## config.mk

```make
export PLATFORM = sky130hd
export DESIGN_NAME = desc_dma_walker
export DESIGN_NICKNAME = d
export VERILOG_FILES = /design/src/rtl/dmaw_pkg.sv /design/src/rtl/dmaw_datapath.sv /design/src/rtl/dmaw_control.sv /design/src/rtl/desc_dma_walker.sv
export SDC_FILE = /design/constraint.sdc
export NUM_CORES = 1
export LEC_CHECK = 0
export BUFFER_PORTS_ARGS = -buffer_cell sky130_fd_sc_hd__buf_2
export CAP_MARGIN = 10
export CORE_UTILIZATION = 45
export CTS_BUF_LIST = sky130_fd_sc_hd__clkbuf_2
export DETAILED_ROUTE_END_ITERATION = 10
export PLACE_DENSITY_LB_ADDON = 0.12
export REMOVE_ABC_BUFFERS = 1
export SLEW_MARGIN = 20
export SYNTH_ARGS = -nofsm -noshare
export SYNTH_HDL_FRONTEND = slang
export SYNTH_HIERARCHICAL = 1
export SYNTH_SLANG_ARGS = --single-unit
```

## constraint.sdc

```tcl
create_clock -name clk -period 6.5 [get_ports clk]
set_clock_uncertainty 0.2 [all_clocks]
set_input_delay 1.3 -clock clk [delete_from_list [all_inputs] [get_ports clk]]
set_output_delay 1.3 -clock clk [all_outputs]
set_load 0.02 [all_outputs]
```

## src/rtl/dmaw_pkg.sv

```systemverilog
package dmaw_pkg;
  timeunit 1ns;
  timeprecision 1ps;

  localparam int WORD_W  = 32;
  localparam int BYTES_W = 3;

  // register selects
  localparam logic [1:0] SEL_MODE     = 2'd0;
  localparam logic [1:0] SEL_SRCADDR  = 2'd1;
  localparam logic [1:0] SEL_SRCSIZE  = 2'd2;
  localparam logic [1:0] SEL_FIRSTDSC = 2'd3;

  // mode and flag bit positions
  localparam int MODE_EN_BIT   = 31;
  localparam int MODE_LIST_BIT = 25;
  localparam int FLAG_LAST_BIT = 31;

  typedef enum logic [2:0] {
    ST_IDLE, ST_DREQ, ST_DWAIT, ST_BREQ, ST_BWAIT, ST_EMIT, ST_NEXT
  } walkState_t;

  typedef struct packed {
    logic startList;
    logic startDirect;
    logic selDesc;
    logic loadDesc;
    logic followNext;
    logic loadBeat;
    logic beatTaken;
    logic finish;
  } walkStrobe_t;
endpackage

```

## src/rtl/dmaw_datapath.sv

```systemverilog
module dmaw_datapath
  import dmaw_pkg::*;
#(
  parameter int ADDR_W = 32,
  parameter int LEN_W  = 32
) (
  input  logic               clk,
  input  logic               rstN,
  input  logic               regWe,
  input  logic [1:0]         regSel,
  input  logic [WORD_W-1:0]  regWdata,
  input  walkStrobe_t        strb,
  input  logic [WORD_W-1:0]  memRdata,
  output logic               modeEn,
  output logic               modeList,
  output logic [ADDR_W-1:0]  memAddr,
  output logic [WORD_W-1:0]  outData,
  output logic [BYTES_W-1:0] outBytes,
  output logic               remainZero,
  output logic               lastDesc,
  output logic               descWordLast
);
  timeunit 1ns;
  timeprecision 1ps;

  localparam int               BEAT_BYTES = WORD_W / 8;
  localparam logic [LEN_W-1:0] BEAT_LEN   = LEN_W'(BEAT_BYTES);

  logic [ADDR_W-1:0]  directAddr, firstDesc, descPtr, curAddr, nextPtr, rawAddr;
  logic [LEN_W-1:0]   directSize, remain;
  logic [1:0]         wordIdx;
  logic               lastFlag;
  logic [WORD_W-1:0]  beatData;
  logic [BYTES_W-1:0] beatBytes;
  logic               cfgWrite;

  assign cfgWrite = regWe && !modeEn;

  always_ff @(posedge clk) begin
    if (!rstN) begin
      modeEn     <= 1'b0;
      modeList   <= 1'b0;
      directAddr <= '0;
      directSize <= '0;
      firstDesc  <= '0;
    end else begin
      if (strb.finish) modeEn <= 1'b0;
      else if (cfgWrite && regSel == SEL_MODE) begin
        modeEn   <= regWdata[MODE_EN_BIT];
        modeList <= regWdata[MODE_LIST_BIT];
      end
      if (cfgWrite && regSel == SEL_SRCADDR)  directAddr <= regWdata[ADDR_W-1:0];
      if (cfgWrite && regSel == SEL_SRCSIZE)  directSize <= regWdata[LEN_W-1:0];
      if (cfgWrite && regSel == SEL_FIRSTDSC) firstDesc  <= regWdata[ADDR_W-1:0];
    end
  end

  always_ff @(posedge clk) begin
    if (!rstN) begin
      descPtr   <= '0;
      wordIdx   <= '0;
      curAddr   <= '0;
      remain    <= '0;
      nextPtr   <= '0;
      lastFlag  <= 1'b0;
      beatData  <= '0;
      beatBytes <= '0;
    end else begin
      if (strb.startList) begin
        descPtr <= firstDesc;
        wordIdx <= '0;
      end
      if (strb.startDirect) begin
        curAddr  <= directAddr;
        remain   <= directSize;
        lastFlag <= 1'b1;
      end
      if (strb.loadDesc) begin
        case (wordIdx)
          2'd0:    curAddr  <= memRdata[ADDR_W-1:0];
          2'd1:    remain   <= memRdata[LEN_W-1:0];
          2'd2:    nextPtr  <= memRdata[ADDR_W-1:0];
          default: lastFlag <= memRdata[FLAG_LAST_BIT];
        endcase
        wordIdx <= wordIdx + 2'd1;
      end
      if (strb.followNext) begin
        descPtr <= nextPtr;
        wordIdx <= '0;
      end
      if (strb.loadBeat) begin
        beatData  <= memRdata;
        beatBytes <= (remain >= BEAT_LEN) ? BYTES_W'(BEAT_BYTES) : BYTES_W'(remain);
      end
      if (strb.beatTaken) begin
        remain  <= remain - LEN_W'(beatBytes);
        curAddr <= curAddr + ADDR_W'(BEAT_BYTES);
      end
    end
  end

  assign rawAddr      = strb.selDesc ? descPtr + ADDR_W'({wordIdx, 2'b00}) : curAddr;
  assign memAddr      = {rawAddr[ADDR_W-1:2], 2'b00};
  assign outData      = beatData;
  assign outBytes     = beatBytes;
  assign remainZero   = (remain == '0);
  assign lastDesc     = lastFlag;
  assign descWordLast = (wordIdx == 2'd3);

  // configuration is frozen while a transfer runs
  a_r10_cfg_frozen: assert property (@(posedge clk) disable iff (!rstN)
    (modeEn && regWe) |=> ($stable(directAddr) && $stable(directSize) && $stable(firstDesc)));
endmodule

```

## src/rtl/dmaw_control.sv

```systemverilog
module dmaw_control
  import dmaw_pkg::*;
(
  input  logic        clk,
  input  logic        rstN,
  input  logic        startReq,
  input  logic        startList,
  input  logic        memGnt,
  input  logic        memRvalid,
  input  logic        memRerr,
  input  logic        outReady,
  input  logic        remainZero,
  input  logic        lastDesc,
  input  logic        descWordLast,
  output walkStrobe_t strb,
  output logic        memReq,
  output logic        outValid,
  output logic        srcDone,
  output logic        rdErr
);
  timeunit 1ns;
  timeprecision 1ps;

  walkState_t state, stateNext;
  logic doneSet, errSet;

  always_comb begin
    stateNext = state;
    strb      = '0;
    memReq    = 1'b0;
    outValid  = 1'b0;
    doneSet   = 1'b0;
    errSet    = 1'b0;
    unique case (state)
      ST_IDLE: if (startReq) begin
        if (startList) begin
          strb.startList = 1'b1;
          stateNext      = ST_DREQ;
        end else begin
          strb.startDirect = 1'b1;
          stateNext        = ST_NEXT;
        end
      end
      ST_DREQ: begin
        strb.selDesc = 1'b1;
        memReq       = 1'b1;
        if (memGnt) stateNext = ST_DWAIT;
      end
      ST_DWAIT: begin
        strb.selDesc = 1'b1;
        if (memRvalid) begin
          if (memRerr) begin
            strb.finish = 1'b1;
            errSet      = 1'b1;
            stateNext   = ST_IDLE;
          end else begin
            strb.loadDesc = 1'b1;
            stateNext     = descWordLast ? ST_NEXT : ST_DREQ;
          end
        end
      end
      ST_BREQ: begin
        memReq = 1'b1;
        if (memGnt) stateNext = ST_BWAIT;
      end
      ST_BWAIT: if (memRvalid) begin
        if (memRerr) begin
          strb.finish = 1'b1;
          errSet      = 1'b1;
          stateNext   = ST_IDLE;
        end else begin
          strb.loadBeat = 1'b1;
          stateNext     = ST_EMIT;
        end
      end
      ST_EMIT: begin
        outValid = 1'b1;
        if (outReady) begin
          strb.beatTaken = 1'b1;
          stateNext      = ST_NEXT;
        end
      end
      ST_NEXT: begin
        if (!remainZero) stateNext = ST_BREQ;
        else if (lastDesc) begin
          strb.finish = 1'b1;
          doneSet     = 1'b1;
          stateNext   = ST_IDLE;
        end else begin
          strb.followNext = 1'b1;
          stateNext       = ST_DREQ;
        end
      end
      default: stateNext = ST_IDLE;
    endcase
  end

  always_ff @(posedge clk) begin
    if (!rstN) begin
      state   <= ST_IDLE;
      srcDone <= 1'b0;
      rdErr   <= 1'b0;
    end else begin
      state   <= stateNext;
      srcDone <= doneSet;
      rdErr   <= errSet;
    end
  end

  // an exhausted buffer never leads to a data read
  a_r6_no_read_when_empty: assert property (@(posedge clk) disable iff (!rstN)
    (state == ST_NEXT && remainZero) |=> (state != ST_BREQ));
endmodule

```

## src/rtl/desc_dma_walker.sv

```systemverilog
module desc_dma_walker
  import dmaw_pkg::*;
#(
  parameter int ADDR_W = 32,
  parameter int LEN_W  = 32
) (
  input  logic               clk,
  input  logic               rstN,
  input  logic               regWe,
  input  logic [1:0]         regSel,
  input  logic [WORD_W-1:0]  regWdata,
  output logic               engineBusy,
  output logic               memReq,
  output logic [ADDR_W-1:0]  memAddr,
  input  logic               memGnt,
  input  logic               memRvalid,
  input  logic [WORD_W-1:0]  memRdata,
  input  logic               memRerr,
  output logic               outValid,
  input  logic               outReady,
  output logic [WORD_W-1:0]  outData,
  output logic [BYTES_W-1:0] outBytes,
  output logic               srcDone,
  output logic               rdErr
);
  timeunit 1ns;
  timeprecision 1ps;

  walkStrobe_t strb;
  logic modeEn, modeList, remainZero, lastDesc, descWordLast, startReq;

  assign startReq   = regWe && (regSel == SEL_MODE) && regWdata[MODE_EN_BIT] && !modeEn;
  assign engineBusy = modeEn;

  dmaw_control u_control (
    .clk, .rstN, .startReq,
    .startList(regWdata[MODE_LIST_BIT]),
    .memGnt, .memRvalid, .memRerr, .outReady,
    .remainZero, .lastDesc, .descWordLast,
    .strb, .memReq, .outValid, .srcDone, .rdErr
  );

  dmaw_datapath #(.ADDR_W(ADDR_W), .LEN_W(LEN_W)) u_datapath (
    .clk, .rstN, .regWe, .regSel, .regWdata, .strb, .memRdata,
    .modeEn, .modeList, .memAddr, .outData, .outBytes,
    .remainZero, .lastDesc, .descWordLast
  );

  // activity only while enabled
  a_r2_active_needs_enable: assert property (@(posedge clk) disable iff (!rstN)
    (outValid || memReq) |-> engineBusy);
  // a stalled word is held
  a_r7_hold_stalled: assert property (@(posedge clk) disable iff (!rstN)
    (outValid && !outReady) |=> (outValid && $stable(outData) && $stable(outBytes)));
  // byte qualifier range
  a_r7_bytes_range: assert property (@(posedge clk) disable iff (!rstN)
    outValid |-> (outBytes != 3'd0 && outBytes <= 3'd4));
  // completion leaves the engine idle
  a_r8_done_idle: assert property (@(posedge clk) disable iff (!rstN)
    srcDone |-> (!engineBusy && !outValid && !memReq));
  // the two end events never coincide
  a_r9_single_event: assert property (@(posedge clk) disable iff (!rstN)
    !(srcDone && rdErr));
  // one read in flight
  a_r11_single_read: assert property (@(posedge clk) disable iff (!rstN)
    (memReq && memGnt) |=> !memReq);
endmodule

```

---- Word-level counts from Yosys, hierarchy flattened ----
Cells that the tools add are included.
cells by class
  add/subtract/negate cells ............... 4
  $lt $le $gt $ge ......................... 1
  equality and inequality tests ........... 18
  mux-type cells .......................... 51
  bitwise logic cells ..................... 1
  reduce and logical (&&, ||, !) cells .... 25
operators by type and width
  cell                                                                                  count
  32-bit two-way mux                                                                    11
  3-bit two-way mux                                                                     12
  32-bit by 3-bit adder with 32-bit output, second input constant                       1
  32-bit by 4-bit adder with 32-bit output                                              1
  32-bit by 3-bit greater-or-equal comparator with 1-bit output, second input constant  1
  32-bit logical NOT                                                                    1
  32-bit by 3-bit subtractor with 32-bit output                                         1
  1-bit two-way mux                                                                     22
  3-bit one-hot mux with 7 select lines                                                 1
  2-bit != test, second input constant                                                  6
  2-bit OR reduction                                                                    5
  3-bit == test, second input constant                                                  3
  2-bit == test, second input constant                                                  4
  1-bit logical AND                                                                     8
  2-bit two-way mux                                                                     4
  3-bit by 2-bit == test with 1-bit output, second input constant                       2
  2-bit AND reduction                                                                   3
  6-bit AND reduction                                                                   1
  2-bit by 1-bit == test with 1-bit output, second input constant                       2
  2-bit logical NOT                                                                     2
  2-bit nonzero test                                                                    2
  3-bit by 1-bit == test with 1-bit output, second input constant                       1
  3-bit logical NOT                                                                     1
  3-bit OR reduction                                                                    1
  4 further kinds                                                                       4
word-level totals
  register bits ........................... 268

---- Logic depth before layout (Yosys ltp) ----
Gate-level depths: netlist (run 1).
  depth after elaboration ................. 10
  depth in mapped cells ................... 12
  mapped depth without buffers ............ 9

---- By module ----
The synthesis (run 1) kept the hierarchy.
modules (own cells, without submodules)
  module           instances  cells an instance  area each (µm²)  seq. area each (µm²)
  dmaw_datapath    1          1639               12841.1          5084.9
  dmaw_control     1          63                 490.5            100.1
  desc_dma_walker  1          2                  13.8             0.0

---- Worst setup path after synthesis (run 1) ----
No wires, ideal clock.
  path kind ............................... in2reg
  start point ............................. input regSel[1]
  end point ............................... register u_datapath.curAddr[21]
  library setup time ...................... 0.129 ns
  arrival ................................. 3.475 ns
  required time ........................... 6.171 ns
  slack ................................... 2.697 ns
  stages .................................. 10
  path buffers ............................ 3
  cell sequence ........................... nor2_1 and4b_1 nor4bb_1 clkbuf_1 clkbuf_1 buf_1 mux2i_1 nand2_1 o211ai_1 o211ai_1
RTL lines
  item                    RTL line               text
  start: declaration      desc_dma_walker.sv:10  input logic [1:0] regSel,
  end signal: assignment  dmaw_datapath.sv:74    curAddr <= directAddr;
  end signal: assignment  dmaw_datapath.sv:80    2'd0: curAddr <= memRdata[ADDR_W-1:0];
  end signal: assignment  dmaw_datapath.sv:97    curAddr <= curAddr + ADDR_W'(BEAT_BYTES);
  end: declaration        dmaw_datapath.sv:29    logic [ADDR_W-1:0] directAddr, firstDesc, descPtr, curAddr, nextPtr, rawAddr;

---- Final worst setup path (run 1) ----
  start point ............................. register u_datapath.wordIdx[0]
  end point ............................... output memAddr[24]
on the way
  longest elaborated chain between the ends .. 2
ends and longest elaborated chain
  item                                      RTL line               text
  start: declaration                        dmaw_datapath.sv:31    logic [1:0] wordIdx;
  start signal: assignment                  dmaw_datapath.sv:85    wordIdx <= wordIdx + 2'd1;
  32-bit by 4-bit adder with 32-bit output  dmaw_datapath.sv:102   assign rawAddr = strb.selDesc ? descPtr + ADDR_W'({wordIdx, 2'b00}) : curAddr;
  32-bit two-way mux                        dmaw_datapath.sv:102
  end: declaration                          desc_dma_walker.sv:14  output logic [ADDR_W-1:0] memAddr,
No other way between the ends.

==> flow_summary_export.csv, run 1 <==
group,metric,value,unit
clocking,clock_path_buffers,3,
clocking,cts_max_level,3,
detailed_routing,viasPerCell,5.84,
timing,fmax,200,MHz
power_and_ir_drop,p_leak,5.36,nW
timing,slew_viol_final,0,
worst_setup_path,crit_path_end_kind,"output port",
global_route,grt_pass1_vias,12300,
worst_setup_path,r2r-start,"u_datapath/remain[9]$_SDFF_PN0_",
synthesis,syn_inst,1700,
worst_setup_path,setup.worst_path.start,"u_datapath/wordIdx[0]$_SDFFE_PP0P_",
timing,holdWs,0.259,ns
worst_setup_path,endpoint,"memAddr[24]",
timing,layout_min_cycle_time,5.00,ns
detailed_routing,ant_nets,0,
timing,setup_viol,0,
worst_setup_path,regToRegSetupSlack,2.17,ns
detailed_routing,firstDrtPassIters,5,
detailed_routing,via_count,13000,
floorplanning,core_area,28900,µm²
worst_setup_path,cp.required,5.00,ns
synthesis,syn-cell-area,13300,µm²
clocking,cts_tree,"built",
worst_setup_path,worst_setup_path_start_kind,"flip-flop",
global_route,globalRoute.totalOverflow,0,
detailed_routing,routed_wl,43000,µm
global_route,antenna_found_initial,1,
worst_setup_path,timing.rr.end,"u_datapath/descPtr[11]$_SDFFE_PN0P_",
run_status,status,"finished, final reports clean",
floorplanning,start_util,0.461,
clocking,path_clk_slew,0.10,ns
clocking,hold_buffers,0,
synthesis,synth_warnings,6,
floorplanning,std_cell_rows,62,
timing,tightestPinTransition,1.05,ns
power_and_ir_drop,ir_drop,0.193,mV
floorplanning,die_w,174,µm
timing,hold_viol,0,
clocking,cts_made_buffers,72,
clocking,post_cts_buffers,0,
worst_setup_path,rr_worst_depth,9,
floorplanning,io_pins,145,
cells_and_area,drive_above_1_share,0.174,
global_route,grt_start_max_net_pins,78,
timing,timing.slew.headroom,0.302,
worst_setup_path,worstSetupPathType,"reg2out",
run,drv_cap,0,
floorplanning,dieHeight,174,µm
power_and_ir_drop,p_per_area,272,nW/µm²
floorplanning,die_area,30300,µm²
cells_and_area,final_area,14700,µm²
place,gp_congestion,0.848,
worst_setup_path,crit_fanout,15,
clocking,ctsResizeCount,0,
place,dpl-instance-area,14100,µm²
cells_and_area,nets,1882,
place,dpl.hpwl,28000,µm
detailed_routing,drt_iter0_drc,1072,
cells_and_area,area_delta_synth_final,10.8,%
clocking,clk_latency,0.85,ns
timing,rsz0062_at_grt,"false",
worst_setup_path,cp.arrival,3.50,ns
detailed_routing,drc,0,
global_route,grt_pass1_wl,67500,µm
clocking,clockRootBuffer,"clkbuf_2",
synthesis,syn_area_per_cell,7.83,µm²
timing,finalCritPeriodShare,0.770,
place,port_buffers,142,
clocking,clock-sinks,258,
min_path,holdCritPathClass,"reg2reg",
detailed_routing,wl_per_cell,19.3,µm
global_route,global_route.usage.total,0.280,
worst min path at each step:
| stage | to | cells past startpoint | start | slack (ns) |
|---|---|---|---|---|
| 6_report | u_datapath/directAddr[28]$_SDFFE_PN0P_ | 2 | u_datapath/directAddr[28]$_SDFFE_PN0P_ | 0.26 |
| 5_1_grt | u_datapath/firstDesc[11]$_SDFFE_PN0P_ | 2 | u_datapath/firstDesc[11]$_SDFFE_PN0P_ | 0.27 |
| 4_1_cts | u_datapath/directAddr[28]$_SDFFE_PN0P_ | 2 | u_datapath/directAddr[28]$_SDFFE_PN0P_ | 0.26 |
| 3_5_place_dp | u_datapath/directAddr[28]$_SDFFE_PN0P_ | 2 | u_datapath/directAddr[28]$_SDFFE_PN0P_ | 0.25 |
| 3_3_place_gp | u_datapath/directAddr[30]$_SDFFE_PN0P_ | 2 | u_datapath/directAddr[30]$_SDFFE_PN0P_ | 0.24 |
| 2_1_floorplan | u_datapath/directAddr[23]$_SDFFE_PN0P_ | 2 | u_datapath/directAddr[23]$_SDFFE_PN0P_ | 0.23 |
flip-flops by register name, indices dropped and copies added (netlist names), 30 cells and up:
signal,count
u_datapath/curAddr,30
u_datapath/descPtr,30
u_datapath/directAddr,30
u_datapath/directSize,32
u_datapath/firstDesc,30
u_datapath/nextPtr,30
u_datapath/outData,32
u_datapath/remain,32
critical path, cell delays in order (launching register included):
cell     delay (ns)
dfxtp_1        0.40
ha_1           0.25
fa_1           0.39
nand3_1        0.56
or4_1          0.67
a31oi_1        0.21
buf_2          0.21
per-stage QoR:
step	setup WS (ns)	std cells	util	power (mW)	TNS (ns)
detailed placement	2.21	2107	0.490	2.91	0
floorplan	-5.07	1562	-	2.50	-296.87
finish	1.50	2231	0.511	4.01	0
CTS	1.43	2230	0.511	4.05	0
global placement	2.32	2107	0.490	2.90	0
global route	1.23	2231	0.511	4.24	0
layer usage:
layer | share of wire | global-route usage | wire length (µm) | up-vias
li1 | - | - | - | 6299
met1 | 0.45 | 0.369 | 19200 | 6166
met4 | 0.033 | 0.124 | 1400 | 0
met2 | 0.46 | 0.458 | 20000 | 478
met5 | 0 | 0 | 0 | -
met3 | 0.056 | 0.0378 | 2410 | 91
layout make-up:
class / count / area [µm²]
multi-input combinational: 1285 / 7560
tap: 384 / 480
inverter: 19 / 76.3
fill: 2910 / 14100
timing repair buffer: 161 / 853
antenna: 1 / 2.50
clock buffer: 109 / 546
clock inverter: 14 / 55.1
sequential: 258 / 5160
layout by cell type, fill, tap and decap left out, types with 23 or more instances in the layout:
cell type and instances:
nor3_1 26, nor2_1 158, o31ai_1 24, o21ai_0 68, a211oi_1 23, mux2i_1 115
buf_2 142, nand2_1 296, nand3_1 59, a31oi_1 31, nand4_1 29, a21oi_1 188
clkbuf_2 109, dfxtp_1 258, or4_1 32
report_power, final:
| part | switching (mW) | internal (mW) | total [mW] |
|---|---|---|---|
| sequential | 0.103 | 1.65 | 1.75 |
| combinational | 0.756 | 0.370 | 1.13 |
| clock | 0.697 | 0.439 | 1.14 |
| total | 1.56 | 2.46 | 4.01 |
Power figures use the tool's default switching activity.
==> run 2: changes to the inputs <==
==> constraint.sdc (replaced) <==
create_clock -name clk -period 4.96 [get_ports clk]
set_clock_uncertainty 0.2 [all_clocks]
set_input_delay 0.992 -clock clk [delete_from_list [all_inputs] [get_ports clk]]
set_output_delay 0.992 -clock clk [all_outputs]
set_load 0.02 [all_outputs]
==> run 2 against run 1 <==
Compared with the run above: sequential power increased by 31%; critical path type unchanged; combinational power grew 33%; critical path depth unchanged; hold slack worse by 0.071 ns; cell count rose by 0.45%; register-to-register slack worse by 1.3 ns; highest routed layer unchanged; clock power up 44%; setup slack lost 1.1 ns; die area unchanged; power rose by 35%; largest power group unchanged.
==> flow_summary_export.csv, run 2 (synthesized netlist as in run 1, its figures left out) <==
group,metric,value,unit
timing,rsz0062_at_grt,"false",
clocking,clk_latency,0.87,ns
power_and_ir_drop,power_switching,2.07,mW
min_path,holdCritPathClass,"in2reg",
floorplanning,dieHeight,174,µm
worst_setup_path,crit_path_end_kind,"output port",
worst_setup_path,worst_setup_path_start_kind,"flip-flop",
global_route,grt_use_met1,0.376,
global_route,grt_pass1_wl,67400,µm
power_and_ir_drop,p_per_area,365,nW/µm²
timing,tightestPinTransition,0.915,ns
global_route,global_route.usage.total,0.281,
worst_setup_path,worstSetupPathType,"reg2out",
cells_and_area,area_delta_synth_final,11.9,%
clocking,clockRootBuffer,"clkbuf_2",
power_and_ir_drop,p_leak,5.42,nW
clocking,clock-sinks,258,
cells_and_area,drive_above_1_share,0.177,
cells_and_area,final_common_cell,"nand2_1",
floorplanning,die_area,30300,µm²
clocking,cts_made_buffers,75,
worst_setup_path,crit_fanout,12,
power_and_ir_drop,ir_drop,0.225,mV
clocking,path_clk_slew,0.11,ns
cells_and_area,nets,1887,
run_status,status,"finished, final reports clean",
clocking,cts_max_level,3,
cells_and_area,final_cell_mix,"296 x nand2_1, 258 x dfxtp_1, 188 x a21oi_1, 159 x nor2_1, 142 x buf_2",
global_route,top_usage_layer,"met2",
worst_setup_path,slowest_delay,0.63,ns
floorplanning,die_w,174,µm
timing,finalCritPeriodShare,0.920,
detailed_routing,viasPerCell,5.81,
timing,timing.slew.headroom,0.386,
clocking,clock_path_buffers,3,
global_route,grt_util_met2,0.460,
place,dpl-instance-area,14200,µm²
detailed_routing,firstDrtPassIters,7,
detailed_routing,ant_nets,0,
worst_setup_path,crit_slowest_cell,"or4_1",
global_route,globalRoute.totalOverflow,0,
timing,hold_viol,0,
worst_setup_path,cp.arrival,3.37,ns
detailed_routing,wl_per_cell,19.2,µm
global_route,grt_pass1_vias,12100,
detailed_routing,drc,0,
place,gp_congestion,0.867,
detailed_routing,via_count,13000,
place,dpl.hpwl,28200,µm
power_and_ir_drop,total_power,5.43,mW
global_route,antenna_found_initial,1,
power_and_ir_drop,p_int,3.36,mW
detailed_routing,drt_iter0_drc,1043,
floorplanning,io_pins,145,
timing,slew_viol_final,0,
power_and_ir_drop,clock_power_share,0.302,
power_and_ir_drop,pwr-share-seq,0.423,
global_route,grt_start_max_net_pins,148,
timing,fmax,219,MHz
cells_and_area,final_cell_count_no_fill,2241,
worst_setup_path,cp.required,3.77,ns
power_and_ir_drop,swShare,0.380,
place,port_buffers,142,
timing,setup_viol,0,
timing,layout_min_cycle_time,4.56,ns
power_and_ir_drop,pwr-share-comb,0.275,
cells_and_area,final_area,14900,µm²
floorplanning,start_util,0.461,
detailed_routing,routed_wl,43100,µm
run,drv_cap,0,
floorplanning,std_cell_rows,62,
clocking,cts_tree,"built",
place,dp_cells,2109,
global_route,grt.met3_usage,0.0462,
floorplanning,core_area,28900,µm²
worst_setup_path,crit_chain,"ha_1 > a21o_1 > nand3_1 > or4_1 > a31oi_1 > buf_2",
==> run 2: cell count changes in the layout (fill, tap and decap cells not counted), moves of 2 or more <==
| cell | delta |
|---|---|
| clkbuf_2 | +2 |
| clkinv_1 | +2 |
| buf_12 | +4 |
| buf_4 | -2 |
| bufinv_16 | +2 |
==> run 2: path summary, 6_finish.rpt <==
check             slack [ns]  cells after the start                                     end                                   start
setup / recovery        0.40                      6                             memAddr[25]      u_datapath/wordIdx[1]$_SDFFE_PP0P_
hold / removal          0.19                      3  u_datapath/directAddr[11]$_SDFFE_PN0P_                            regWdata[11]
setup reg to reg        0.90                     10      u_datapath/descPtr[9]$_SDFFE_PN0P_         u_datapath/remain[9]$_SDFF_PN0_
hold reg to reg         0.26                      2  u_datapath/directAddr[30]$_SDFFE_PN0P_  u_datapath/directAddr[30]$_SDFFE_PN0P_
==> run 2: critical path, delay by kind of cell (launching register included) <==
family | cells | cell delay (ns)
buffers and inverters | 1 | 0.20
adder cells (fa/ha/maj) | 1 | 0.31
AND/OR/NAND/NOR | 2 | 1.12
flip-flops | 1 | 0.38
AO/OA/AOI/OAI | 2 | 0.50
==> run 2: per-layer routing <==
| layer | vias up | wire length, µm |
|---|---|---|
| met3 | 67 | 2850 |
| li1 | 6303 | - |
| met4 | 0 | 875 |
| met5 | - | 0 |
| met2 | 471 | 20000 |
| met1 | 6190 | 19400 |
==> run 2: area by class of cell <==
cell class	instances	area, µm²
inverter	19	76.3
fill	2923	14000
clock inverter	19	126
antenna	2	5.00
multi-input combinational	1285	7560
sequential	258	5160
timing repair buffer	163	918
tap	384	480
clock buffer	111	556
==> run 2: through the flow <==
step           setup slack [ns]  utilization  hold slack [ns]  TNS, ns
4_1_cts                   0.202        0.516            0.105        0
3_5_place_dp               1.01        0.492            0.246        0
2_1_floorplan             -6.30            -            0.233  -423.71
5_1_grt                   0.234        0.516            0.127        0
3_3_place_gp               1.13        0.492            0.241        0
6_report                  0.397        0.516            0.189        0
==> run 2: timing repair <==
item	CTS	global route
setup buffers	0	0
resized for setup	0	1
hold buffers	0	0
endpoints found under the setup margin	0	1
==> run 2: power groups by stage <==
| stage | combinational [mW] | sequential, mW | clock, mW |
|---|---|---|---|
| after floorplan | 0.959 | 2.32 | 0 |
| after global placement | 1.48 | 2.34 | 0 |
| after detailed placement | 1.49 | 2.34 | 0 |
| after CTS | 1.50 | 2.29 | 1.68 |
| after global routing | 1.63 | 2.31 | 1.80 |
| final | 1.50 | 2.30 | 1.64 |
==> run 3: changes to the inputs <==
--- a/config.mk
+++ b/config.mk
@@ -8,7 +8,7 @@
 export BUFFER_PORTS_ARGS = -buffer_cell sky130_fd_sc_hd__buf_2
 export CAP_MARGIN = 10
 export CORE_UTILIZATION = 45
-export CTS_BUF_LIST = sky130_fd_sc_hd__clkbuf_2
+export CTS_BUF_LIST = sky130_fd_sc_hd__clkbuf_4 sky130_fd_sc_hd__clkbuf_8
 export DETAILED_ROUTE_END_ITERATION = 10
 export PLACE_DENSITY_LB_ADDON = 0.12
 export REMOVE_ABC_BUFFERS = 1
==> run 3 against run 2 <==
Compared with the run above: via count down 1.7%; cell count down 2.1%; largest cell class unchanged; maximum frequency up 4.0%; critical endpoint is now memAddr[22].
==> flow_summary_export.csv, run 3 (synthesized netlist as in run 1, its figures left out) <==
group,metric,value,unit
detailed_routing,ant_nets,0,
global_route,global_route.usage.total,0.280,
global_route,grt_pass1_vias,12000,
clocking,post_cts_buffers,0,
detailed_routing,drc,0,
timing,timing.slew.headroom,0.383,
cells_and_area,nFillCells,2851,
cells_and_area,multi_input_area,7560,µm²
floorplanning,core_area,28900,µm²
worst_setup_path,regToRegSetupSlack,0.94,ns
power_and_ir_drop,p_leak,5.45,nW
floorplanning,std_cell_rows,62,
timing,fmax,228,MHz
detailed_routing,via_count,12800,
timing,rsz0062_at_grt,"false",
detailed_routing,routed_wl,42800,µm
clocking,cts_max_level,2,
detailed_routing,firstDrtPassIters,8,
clocking,ctsResizeCount,0,
worst_setup_path,crit_fanout,15,
timing,setup_viol,0,
power_and_ir_drop,clock_power_share,0.370,
clocking,clockRootBuffer,"clkbuf_8",
clocking,hold_buffers,0,
power_and_ir_drop,p_int,3.98,mW
min_path,worstHoldPathCells,2,
timing,setup_slack,0.571,ns
timing,finalCritPeriodShare,0.885,
run_status,status,"finished, final reports clean",
cells_and_area,regArea,5160,µm²
clocking,path_clk_slew,0.06,ns
power_and_ir_drop,pwr-share-comb,0.249,
worst_setup_path,worstSetupPathType,"reg2out",
global_route,globalRoute.totalOverflow,0,
place,gp_congestion,0.867,
floorplanning,io_pins,145,
floorplanning,dieHeight,174,µm
cells_and_area,fin_util,0.528,
place,dpl.hpwl,28200,µm
worst_setup_path,cp.arrival,3.20,ns
clocking,clock-sinks,258,
power_and_ir_drop,p_per_area,395,nW/µm²
timing,tightestPinTransition,0.918,ns
power_and_ir_drop,swShare,0.339,
worst_setup_path,setup.worst_path.start,"u_datapath/wordIdx[0]$_SDFFE_PP0P_",
worst_setup_path,rr_worst_depth,10,
global_route,grt_start_max_net_pins,148,
detailed_routing,viasPerCell,5.84,
clocking,clock_path_buffers,3,
cells_and_area,final_cell_mix,"296 x nand2_1, 258 x dfxtp_1, 188 x a21oi_1, 159 x nor2_1, 142 x buf_2",
timing,hold_viol,0,
timing,holdWs,0.254,ns
global_route,grt_pass1_wl,67200,µm
cells_and_area,drive_above_1_share,0.161,
clocking,cts_made_buffers,47,
place,place_ws,1.01,ns
detailed_routing,wl_per_cell,19.5,µm
worst_setup_path,crit_path_end_kind,"output port",
power_and_ir_drop,power_switching,2.04,mW
floorplanning,die_area,30300,µm²
cells_and_area,final_cell_count_no_fill,2193,
place,dp_cells,2109,
power_and_ir_drop,ir_drop,0.252,mV
place,port_buffers,142,
cells_and_area,final_common_cell,"nand2_1",
worst_setup_path,cp.required,3.77,ns
detailed_routing,drt_iter0_drc,945,
cells_and_area,area_delta_synth_final,14.5,%
clocking,cts_tree,"built",
floorplanning,start_util,0.461,
worst_setup_path,timing.rr.end,"u_datapath/descPtr[3]$_SDFFE_PN0P_",
power_and_ir_drop,pwr-share-seq,0.382,
worst_setup_path,r2r-start,"u_datapath/remain[9]$_SDFF_PN0_",
global_route,antenna_found_initial,0,
floorplanning,die_w,174,µm
timing,slew_viol_final,0,
run,drv_cap,0,
worst_setup_path,worst_setup_path_start_kind,"flip-flop",
cells_and_area,antenna_cells,0,
timing,layout_min_cycle_time,4.39,ns
cells_and_area,nets,1859,
clocking,clk_latency,0.57,ns
worst_setup_path,endpoint,"memAddr[22]",
min_path,holdCritPathClass,"reg2reg",
run 3: final cells by class:
cell class | count | area share
Tap cell | 384 | 0.0315
Inverter | 19 | 0.00501
Timing Repair Buffer | 163 | 0.0603
Clock inverter | 9 | 0.00624
Clock buffer | 75 | 0.0620
Multi-Input combinational cell | 1285 | 0.496
Sequential cell | 258 | 0.339
run 3: worst min path at each step:
stage	startpoint	to	slack, ns
3_5_place_dp	u_datapath/directAddr[30]$_SDFFE_PN0P_	u_datapath/directAddr[30]$_SDFFE_PN0P_	0.25
5_1_grt	u_datapath/nextPtr[25]$_SDFFE_PN0P_	u_datapath/nextPtr[25]$_SDFFE_PN0P_	0.27
4_1_cts	u_datapath/firstDesc[4]$_SDFFE_PN0P_	u_datapath/firstDesc[4]$_SDFFE_PN0P_	0.25
3_3_place_gp	u_datapath/directAddr[23]$_SDFFE_PN0P_	u_datapath/directAddr[23]$_SDFFE_PN0P_	0.24
6_report	u_datapath/directSize[20]$_SDFFE_PN0P_	u_datapath/directSize[20]$_SDFFE_PN0P_	0.25
2_1_floorplan	u_datapath/directAddr[23]$_SDFFE_PN0P_	u_datapath/directAddr[23]$_SDFFE_PN0P_	0.23
run 3: stage by stage:
step | setup TNS (ns) | power (mW) | instance area (µm²)
floorplan | -423.71 | 3.28 | 12800
global placement | 0 | 3.82 | 14200
detailed placement | 0 | 3.83 | 14200
CTS | 0 | 6.06 | 15200
global route | 0 | 6.31 | 15200
finish | 0 | 6.02 | 15200
run 3: power groups by stage:
| stage | combinational [mW] | sequential [mW] | clock (mW) |
|---|---|---|---|
| after detailed placement | 1.49 | 2.34 | 0 |
| after CTS | 1.50 | 2.29 | 2.27 |
| after global routing | 1.64 | 2.31 | 2.36 |
| after global placement | 1.48 | 2.34 | 0 |
| after floorplan | 0.959 | 2.32 | 0 |
| final | 1.50 | 2.30 | 2.23 |
run 3: metal layers:
metal  global-route usage  vias up  share of wire
li1                     -     6208              -
met1                0.376     6160           0.46
met2                0.465      378           0.47
met4               0.0808        0          0.019
met3               0.0394       57          0.052
met5                    0        -              0
run 3: worst max-delay path, stage by stage (launching register included):
cell     delay (ns)
dfxtp_1        0.38
ha_1           0.24
fa_1           0.39
nand3_1        0.56
or4_1          0.68
a31oi_1        0.19
buf_2          0.19
